===== config.mk =====
export PLATFORM = sky130hd
export DESIGN_NAME = disp_link_tx
export DESIGN_NICKNAME = d
export VERILOG_FILES = /design/src/rtl/disp_link_tx.sv
export SDC_FILE = /design/constraint.sdc
export NUM_CORES = 1
export LEC_CHECK = 0
export ABC_CLOCK_PERIOD_IN_PS = 5200
export CAP_MARGIN = 20
export CELL_PAD_IN_SITES_DETAIL_PLACEMENT = 1
export CELL_PAD_IN_SITES_GLOBAL_PLACEMENT = 2
export CORE_AREA = 2 2 79 81
export DETAILED_ROUTE_END_ITERATION = 10
export DIE_AREA = 0 0 81 83
export GPL_TIMING_DRIVEN = 0
export HOLD_SLACK_MARGIN = 0.08
export PLACE_DENSITY_LB_ADDON = 0.1
export SLEW_MARGIN = 0
export SYNTH_ARGS = -nofsm -noshare
export SYNTH_HDL_FRONTEND = slang
export SYNTH_SLANG_ARGS = --single-unit

===== constraint.sdc =====
create_clock -name clk -period 5.2 [get_ports clk]
set_input_delay 0.78 -clock clk [delete_from_list [all_inputs] [get_ports clk]]
set_output_delay 0.78 -clock clk [all_outputs]
set_load 0.05 [all_outputs]

===== src/rtl/disp_link_tx.sv =====
module disp_link_tx #(
  parameter int CLK_MHZ    = 50,
  parameter int HALF_CYC   = 3,
  parameter int CS_LEAD    = 2,
  parameter int CS_LAG     = 2,
  parameter int RST_CYC    = 100,
  parameter int SETTLE_CYC = 4
) (
  input  logic       clk,
  input  logic       rst_n,
  input  logic       reset_req,
  input  logic       in_valid,
  input  logic [7:0] in_data,
  input  logic       in_is_data,
  output logic       in_ready,
  output logic       disp_res_n,
  output logic       disp_cs_n,
  output logic       disp_sclk,
  output logic       disp_sdin,
  output logic       disp_dc
);

  function automatic int mx(input int a, input int b);
    return (a > b) ? a : b;
  endfunction

  function automatic int ns_of(input int c);
    return c * 1000 / CLK_MHZ;
  endfunction

  localparam int MAXC = mx(mx(RST_CYC, SETTLE_CYC), mx(HALF_CYC, mx(CS_LEAD, CS_LAG)));
  localparam int CW   = $clog2(MAXC + 1);

  generate
    if (ns_of(HALF_CYC) < 50 || ns_of(2 * HALF_CYC) < 80)
      begin : g_bad_half
        $error("HALF_CYC too short for serial clock phase or period");
      end
    if (CS_LEAD < 1 || ns_of(CS_LEAD + HALF_CYC) < 40)
      begin : g_bad_lead
        $error("CS_LEAD too short for chip select setup");
      end
    if (CS_LAG < 1 || ns_of(CS_LAG + HALF_CYC) < 40)
      begin : g_bad_lag
        $error("CS_LAG too short for chip select hold");
      end
    if (ns_of(RST_CYC) < 2000 || SETTLE_CYC < 1)
      begin : g_bad_rst
        $error("RST_CYC or SETTLE_CYC out of range");
      end
  endgenerate

  typedef enum logic [2:0] {
    S_RST, S_SETTLE, S_IDLE, S_LEAD, S_LOW, S_HIGH, S_TAIL
  } st_t;

  function automatic logic [CW-1:0] ld(input int n);
    return CW'(n - 1);
  endfunction

  st_t           st, st_n;
  logic [CW-1:0] cnt, cnt_n;
  logic [2:0]    bit_q, bit_n;
  logic [7:0]    sh, sh_n;
  logic          dc_q, dc_n;
  logic          sclk_q, cs_q, res_q;

  wire last = (cnt == '0);
  assign in_ready = (st == S_IDLE || st == S_TAIL) && !reset_req;
  wire take = in_valid && in_ready;

  always_comb begin
    st_n  = st;
    cnt_n = last ? cnt : cnt - 1'b1;
    bit_n = bit_q;
    sh_n  = sh;
    dc_n  = dc_q;
    if (reset_req) begin
      st_n  = S_RST;
      cnt_n = ld(RST_CYC);
    end else begin
      case (st)
        S_RST:
          if (last) begin
            st_n  = S_SETTLE;
            cnt_n = ld(SETTLE_CYC);
          end
        S_SETTLE:
          if (last) st_n = S_IDLE;
        S_IDLE:
          if (take) begin
            st_n  = S_LEAD;
            cnt_n = ld(CS_LEAD);
            sh_n  = in_data;
            dc_n  = in_is_data;
            bit_n = '0;
          end
        S_LEAD:
          if (last) begin
            st_n  = S_LOW;
            cnt_n = ld(HALF_CYC);
          end
        S_LOW:
          if (last) begin
            st_n  = S_HIGH;
            cnt_n = ld(HALF_CYC);
          end
        S_HIGH:
          if (last) begin
            if (bit_q == 3'd7) begin
              st_n  = S_TAIL;
              cnt_n = ld(CS_LAG);
            end else begin
              st_n  = S_LOW;
              cnt_n = ld(HALF_CYC);
              sh_n  = {sh[6:0], 1'b0};
              bit_n = bit_q + 3'd1;
            end
          end
        S_TAIL:
          if (take) begin
            st_n  = S_LOW;
            cnt_n = ld(HALF_CYC);
            sh_n  = in_data;
            dc_n  = in_is_data;
            bit_n = '0;
          end else if (last) begin
            st_n = S_IDLE;
          end
        default: st_n = S_RST;
      endcase
    end
  end

  always_ff @(posedge clk or negedge rst_n) begin
    if (!rst_n) begin
      st     <= S_RST;
      cnt    <= ld(RST_CYC);
      bit_q  <= '0;
      sh     <= '0;
      dc_q   <= 1'b0;
      sclk_q <= 1'b0;
      cs_q   <= 1'b1;
      res_q  <= 1'b0;
    end else begin
      st     <= st_n;
      cnt    <= cnt_n;
      bit_q  <= bit_n;
      sh     <= sh_n;
      dc_q   <= dc_n;
      sclk_q <= (st_n == S_HIGH);
      cs_q   <= !(st_n inside {S_LEAD, S_LOW, S_HIGH, S_TAIL});
      res_q  <= (st_n != S_RST);
    end
  end

  assign disp_res_n = res_q;
  assign disp_cs_n  = cs_q;
  assign disp_sclk  = sclk_q;
  assign disp_sdin  = sh[7];
  assign disp_dc    = dc_q;

endmodule


==> flow_summary.json, run 1 <==
{
  "dr_total_vias": 1110,
  "maxSlewHeadroom_pct": 56.2,
  "slew_viol_final": 0,
  "finalSetupTns_ns": 0,
  "path_clk_slew_ns": 0.10,
  "cp-end-kind": "primary output",
  "synthCells": 139,
  "area_growth_pct": 24.2,
  "powerDensity_nw_per_um2": 221,
  "cts_root_buffer": "clkbuf_8",
  "p_leak_uw": 0.000759,
  "path_class": "in -> out",
  "holdWs_ns": 0.513,
  "cts_setup_buffers": 0,
  "syn_nets": 157,
  "core_area_um2": 5820,
  "pin_count": 19,
  "hpwl_um": 2690,
  "die-area_um2": 6720,
  "wire_per_inst_um": 15.0,
  "min_path_type": "reg -> reg",
  "port_buffers": 18,
  "regArea_um2": 632,
  "grt_usage_pct": 11.6,
  "synth_compound_area_share_pct": 12.2,
  "yosys.cell_types.count": 43,
  "synth-seq-cells": 25,
  "fillers": 701,
  "diodes": 0,
  "setup_viol": 0,
  "cts.path.max_buffers": 2,
  "synth_fa_ha_area_share_pct": 4.36,
  "syn_avg_cell_area_um2": 10.3,
  "multi_input_area_um2": 733,
  "overflow": 0,
  "rsz0062_at_grt": "false",
  "grt_pass1_vias": 1218,
  "ir_drop_v": 0.0000804,
  "fin_crit_ns": 3.40,
  "cts_made_buffers": 3,
  "synth-seq-area-share_pct": 44.0,
  "yosysTopAreaCell": "dfrtp_1",
  "antenna_found_initial": 0,
  "outcome": "finished, final reports clean",
  "dr.first_iter.drc_count": 51,
  "clkLatencyLatePin_ns": 0.27,
  "worstPathRequired_ns": 4.42,
  "finClkSkew_ns": 0.00850,
  "clock_sinks": 25,
  "synth_top_family_by_area": "simple AND/OR/NAND/NOR gates",
  "async_flop_share_pct": 100,
  "cap_violations": 0,
  "drc": 0,
  "grt_pass1_wl_um": 6180,
  "cp_data_arrival_time_ns": 2.62,
  "holdBufCountCts": 0,
  "rows": 28,
  "worst_pin_slew_ns": 0.655,
  "crit_path_start_kind": "input pin",
  "die_w_um": 81,
  "gp_congestion": 0.732,
  "yosysTopAreaCellShare_pct": 34.8,
  "synth_area_leaders": "dfrtp_1 (35%), mux2_2 (12%), dfstp_2 (9.1%), ha_1 (4.4%), nor2_1 (2.9%)",
  "synth_ff_type": "dfrtp_1",
  "totalWireLength_um": 3540,
  "synthMuxAreaShare_pct": 14.5,
  "vias_per_cell": 4.68,
  "synth-xor-area-share_pct": 1.83,
  "syn_area_um2": 1440,
  "finalHoldViolCount": 0,
  "ant_nets": 0,
  "finalCritPeriodShare_pct": 65.4,
  "crit_fanout": 10,
  "die_h_um": 83,
  "ctsResizeCount": 0,
  "nNetsFinal": 181,
  "start_util_pct": 24.7,
  "yosys_warnings": 0,
  "dr.pass1.iters": 4,
  "drive_above_1_share_pct": 24.1,
  "grt_max_degree": 16,
  "synth-edff-count": 0,
  "synth-simple-area-share_pct": 18.1,
  "max_freq_mhz": 294,
  "tritoncts": "yes",
  "htree_levels": 1
}
## through the flow
step	total power, uW	cell area (um^2)	std cells	utilization (%)	setup slack [ns]
finish	394	1780	237	30.7	1.80
global placement	273	1710	232	29.4	1.75
CTS	402	1780	237	30.7	1.77
floorplan	248	1440	139	-	2.79
global route	418	1780	237	30.7	1.68
detailed placement	278	1740	233	29.9	1.79
## critical path: stages
cell,delay [ns]
clkdlybuf4s50_1,0.58
clkbuf_1,0.42
nor2_1,0.11
clkdlybuf4s50_1,0.73
## cells by family (layout without fill, tap and decap cells)
family | Yosys count | after routing
xor gates and xnor gates | 3 | 3
and+or+nand+nor | 46 | 46
adders and majority gates | 5 | 5
buffers and inverters | 16 | 39
muxes | 19 | 19
DFF | 25 | 25
AOI/OAI and AO/OA | 25 | 25
## path summary, 6_finish.rpt
check                           cells after the start               from  slack, ns                    to
worst max-delay path                                4          reset_req       1.80              in_ready
worst min-delay path                                1  sh[3]$_DFFE_PN0P_       0.51     sh[3]$_DFFE_PN0P_
worst max register to register                     10   cnt[0]$_DFF_PN1_       2.75      cnt[0]$_DFF_PN1_
worst min register to register                      1  sh[3]$_DFFE_PN0P_       0.51     sh[3]$_DFFE_PN0P_
max in group asynchronous                           2              rst_n       3.79  bit_q[2]$_DFFE_PN0P_
min in group asynchronous                           1              rst_n       0.90       st[2]$_DFF_PN0_
## synthesized netlist by cell type (2+ instances only)
library cell / count
a21oi_1: 2
a31o_2: 3
a31oi_1: 4
and2_1: 2
buf_2: 2
clkbuf_1: 3
dfrtp_1: 20
dfstp_2: 5
ha_1: 5
inv_1: 9
mux2_2: 15
mux2i_1: 4
nand2_1: 9
nand3_1: 2
nor2_1: 11
nor2b_1: 6
nor3_1: 4
o21ai_0: 7
xnor2_1: 2
## placed cells by master (no fill, tap or decap), drive strengths merged, types with 2 or more instances in the layout
master | Yosys | layout
dfstp | 5 | 5
and2 | 3 | 3
nor2 | 11 | 11
dfrtp | 20 | 20
mux2i | 4 | 4
xnor2 | 2 | 2
a31o | 3 | 3
ha | 5 | 5
nand3 | 2 | 2
a31oi | 4 | 4
nor3 | 5 | 5
inv | 9 | 9
a21oi | 2 | 2
nor2b | 6 | 6
clkdlybuf4s50 | 0 | 18
o21ai | 7 | 7
buf | 3 | 4
mux2 | 15 | 15
clkbuf | 4 | 7
nand2 | 9 | 9
and3 | 2 | 2
## final cells by class
type | count | area share [%]
well taps | 75 | 5.26
multi-input cells | 98 | 41.1
clock buffers | 3 | 2.31
flip-flops and latches | 25 | 35.4
inverters | 9 | 1.89
repair buffers | 19 | 11.6
clock inverters | 1 | 0.281
plain buffers | 7 | 2.10
## where the power goes
group          internal [uW]  total [uW]  leakage (uW)  switching [uW]
Clock                   53.7         121     0.0000255            66.9
Combinational           29.5        61.7      0.000418            32.2
Sequential               205         211      0.000316            6.72
## state kept, by name, indices dropped and copies added, names as in the netlist
| register | flops |
|---|---|
| sh | 8 |
| cnt | 7 |
| bit_q | 3 |
| st | 3 |
| disp_cs_n | 1 |
| disp_dc | 1 |
| disp_res_n | 1 |
| disp_sclk | 1 |
## metal layers
| metal | vias to the layer above | GRT usage (%) | share of wire (%) |
|---|---|---|---|
| li1 | 539 | - | - |
| met1 | 555 | 15.7 | 46 |
| met2 | 14 | 18.6 | 51 |
| met3 | 2 | 1.96 | 2.5 |
| met4 | 0 | 3.70 | 0.62 |
| met5 | - | 0 | 0 |
Note: power is estimated with default switching activity, not from simulation.
==> run 2, diff against run 1 <==
Settings changed: ABC_CLOCK_PERIOD_IN_PS 5200 to 2900.
Clock period 5.2 ns to 2.9 ns, I/O delays scaled along.
==> flow_summary.json, run 2 (synthesis gave the netlist of run 1 again) <==
{
  "outcome": "finished, final reports clean",
  "final_cell_mix": "dfrtp_1 (20), clkdlybuf4s50_1 (17), mux2_2 (15)",
  "finalHoldViolCount": 0,
  "cts_made_buffers": 3,
  "power_frac_seq_pct": 53.7,
  "port_buffers": 18,
  "cp_data_arrival_time_ns": 2.64,
  "die_h_um": 83,
  "max_freq_mhz": 408,
  "p_sw_share_pct": 26.9,
  "hpwl_um": 2690,
  "reg2reg_depth": 10,
  "finalCritPeriodShare_pct": 84.5,
  "p_switching_uw": 190,
  "slew_viol_final": 0,
  "cp-end-kind": "register",
  "holdWs_ns": 0.513,
  "start_util_pct": 24.7,
  "grt-busiest-layer": "met2",
  "maxSlewHeadroom_pct": 55.8,
  "gp_congestion": 0.732,
  "totalWireLength_um": 3560,
  "rows": 28,
  "cts_root_buffer": "clkbuf_8",
  "ctsResizeCount": 0,
  "r2r_end": "cnt[0]$_DFF_PN1_",
  "p_leak_uw": 0.000778,
  "regArea_um2": 632,
  "drive_above_1_share_pct": 24.1,
  "vias_per_cell": 4.68,
  "finalSetupTns_ns": 0,
  "grt_pass1_vias": 1218,
  "dr.pass1.iters": 4,
  "crit_path_start_kind": "register",
  "p_int_uw": 516,
  "reg_top3": "sh (8), cnt (7)",
  "fin_crit_ns": 2.45,
  "ir_drop_v": 0.000141,
  "power_frac_comb_pct": 15.7,
  "grt_use_met2_pct": 18.6,
  "fillers": 703,
  "powerDensity_nw_per_um2": 395,
  "cap_violations": 0,
  "tritoncts": "yes",
  "clkLatencyLatePin_ns": 0.27,
  "core_area_um2": 5820,
  "crit_fanout": 10,
  "worst_pin_slew_ns": 0.661,
  "grt_usage_pct": 11.6,
  "clock_sinks": 25,
  "clkPwrFrac_pct": 30.7,
  "final_common_cell": "dfrtp_1",
  "cts.path.max_buffers": 2,
  "min_path_type": "reg -> reg",
  "cts_setup_buffers": 0,
  "gr-usage-met1_pct": 15.7,
  "drc": 0,
  "startpoint": "cnt[0]$_DFF_PN1_",
  "largest_register_ffs": 8,
  "wire_per_inst_um": 15.0,
  "grt_max_degree": 16,
  "finClkSkew_ns": 0.00719,
  "setup_viol": 0,
  "diodes": 0,
  "use_met3_pct": 1.96,
  "holdBufCountCts": 0,
  "ant_nets": 0,
  "r2r_start": "cnt[0]$_DFF_PN1_",
  "multi_input_area_um2": 733,
  "htree_levels": 1,
  "die-area_um2": 6720,
  "area_growth_pct": 24.4,
  "largest_register": "sh",
  "antenna_found_initial": 0,
  "nNetsFinal": 181,
  "path_class": "reg -> reg",
  "dr_total_vias": 1109,
  "grt_pass1_wl_um": 6180,
  "dr.first_iter.drc_count": 56,
  "die_w_um": 81,
  "overflow": 0,
  "setup.worst_path.end": "cnt[0]$_DFF_PN1_",
  "pin_count": 19,
  "path_clk_slew_ns": 0.10,
  "r2r_slack_ns": 0.45,
  "worstPathRequired_ns": 3.09,
  "rsz0062_at_grt": "false",
  "postLayoutCoreUtil_pct": 30.7
}
-- run 2: cell count changes in the layout (fill, tap and decap cells not counted) --
cell,change
clkdlybuf4s50_1,-1
dlymetal6s2s_1,+1
-- run 2: area by class of cell --
class                           instances  share of cell area (%)
Multi-Input combinational cell         98                    41.0
Timing Repair Buffer                   19                    11.8
Inverter                                9                    1.89
Buffer                                  7                    2.10
Tap cell                               75                    5.25
Clock inverter                          1                   0.280
Sequential cell                        25                    35.4
Clock buffer                            3                    2.31
-- run 2: per-layer routing --
metal  vias to the layer above  part of all wire [%]  wire length [um]
met5                         -                     0                 0
met4                         0                  0.62                22
met3                         2                   2.2                77
met2                         8                    50              1780
met1                       560                    47              1670
li1                        539                     -                 -
-- run 2: power by group through the flow --
| stage | clock (uW) | combinational [uW] | sequential, uW |
|---|---|---|---|
| after global routing | 246 | 123 | 382 |
| after detailed placement | 0 | 112 | 386 |
| after CTS | 228 | 113 | 379 |
| final | 217 | 111 | 379 |
| after global placement | 0 | 105 | 384 |
| after floorplan | 0 | 52.8 | 392 |
-- run 2: metrics by stage --
| stage | cells | area [um^2] | worst slack, ns | total power [uW] |
|---|---|---|---|---|
| CTS | 237 | 1780 | 0.143 | 721 |
| floorplan | 139 | 1440 | 0.801 | 445 |
| detailed placement | 233 | 1740 | 0.176 | 498 |
| global placement | 232 | 1710 | 0.142 | 490 |
| finish | 237 | 1790 | 0.450 | 706 |
| global route | 237 | 1790 | 0.210 | 750 |
-- run 2: critical path: stages (launching register included) --
cell,delay [ns]
dfstp_2,0.40
inv_1,0.08
ha_1,0.18
nor3b_4,0.47
and2_2,0.27
inv_1,0.13
ha_1,0.32
nand2b_1,0.06
o221a_2,0.21
o21ai_0,0.16
nand3_1,0.10
-- run 2: worst min path at each step --
stage	endpoint	from	cells after the start	slack, ns
finish	sh[5]$_DFFE_PN0P_	sh[5]$_DFFE_PN0P_	1	0.51
global route	sh[2]$_DFFE_PN0P_	sh[2]$_DFFE_PN0P_	1	0.54
CTS	sh[3]$_DFFE_PN0P_	sh[3]$_DFFE_PN0P_	1	0.52
detailed placement	sh[3]$_DFFE_PN0P_	sh[3]$_DFFE_PN0P_	1	0.50
global placement	sh[3]$_DFFE_PN0P_	sh[3]$_DFFE_PN0P_	1	0.49
floorplan	bit_q[0]$_DFFE_PN0P_	rst_n	0	0.14
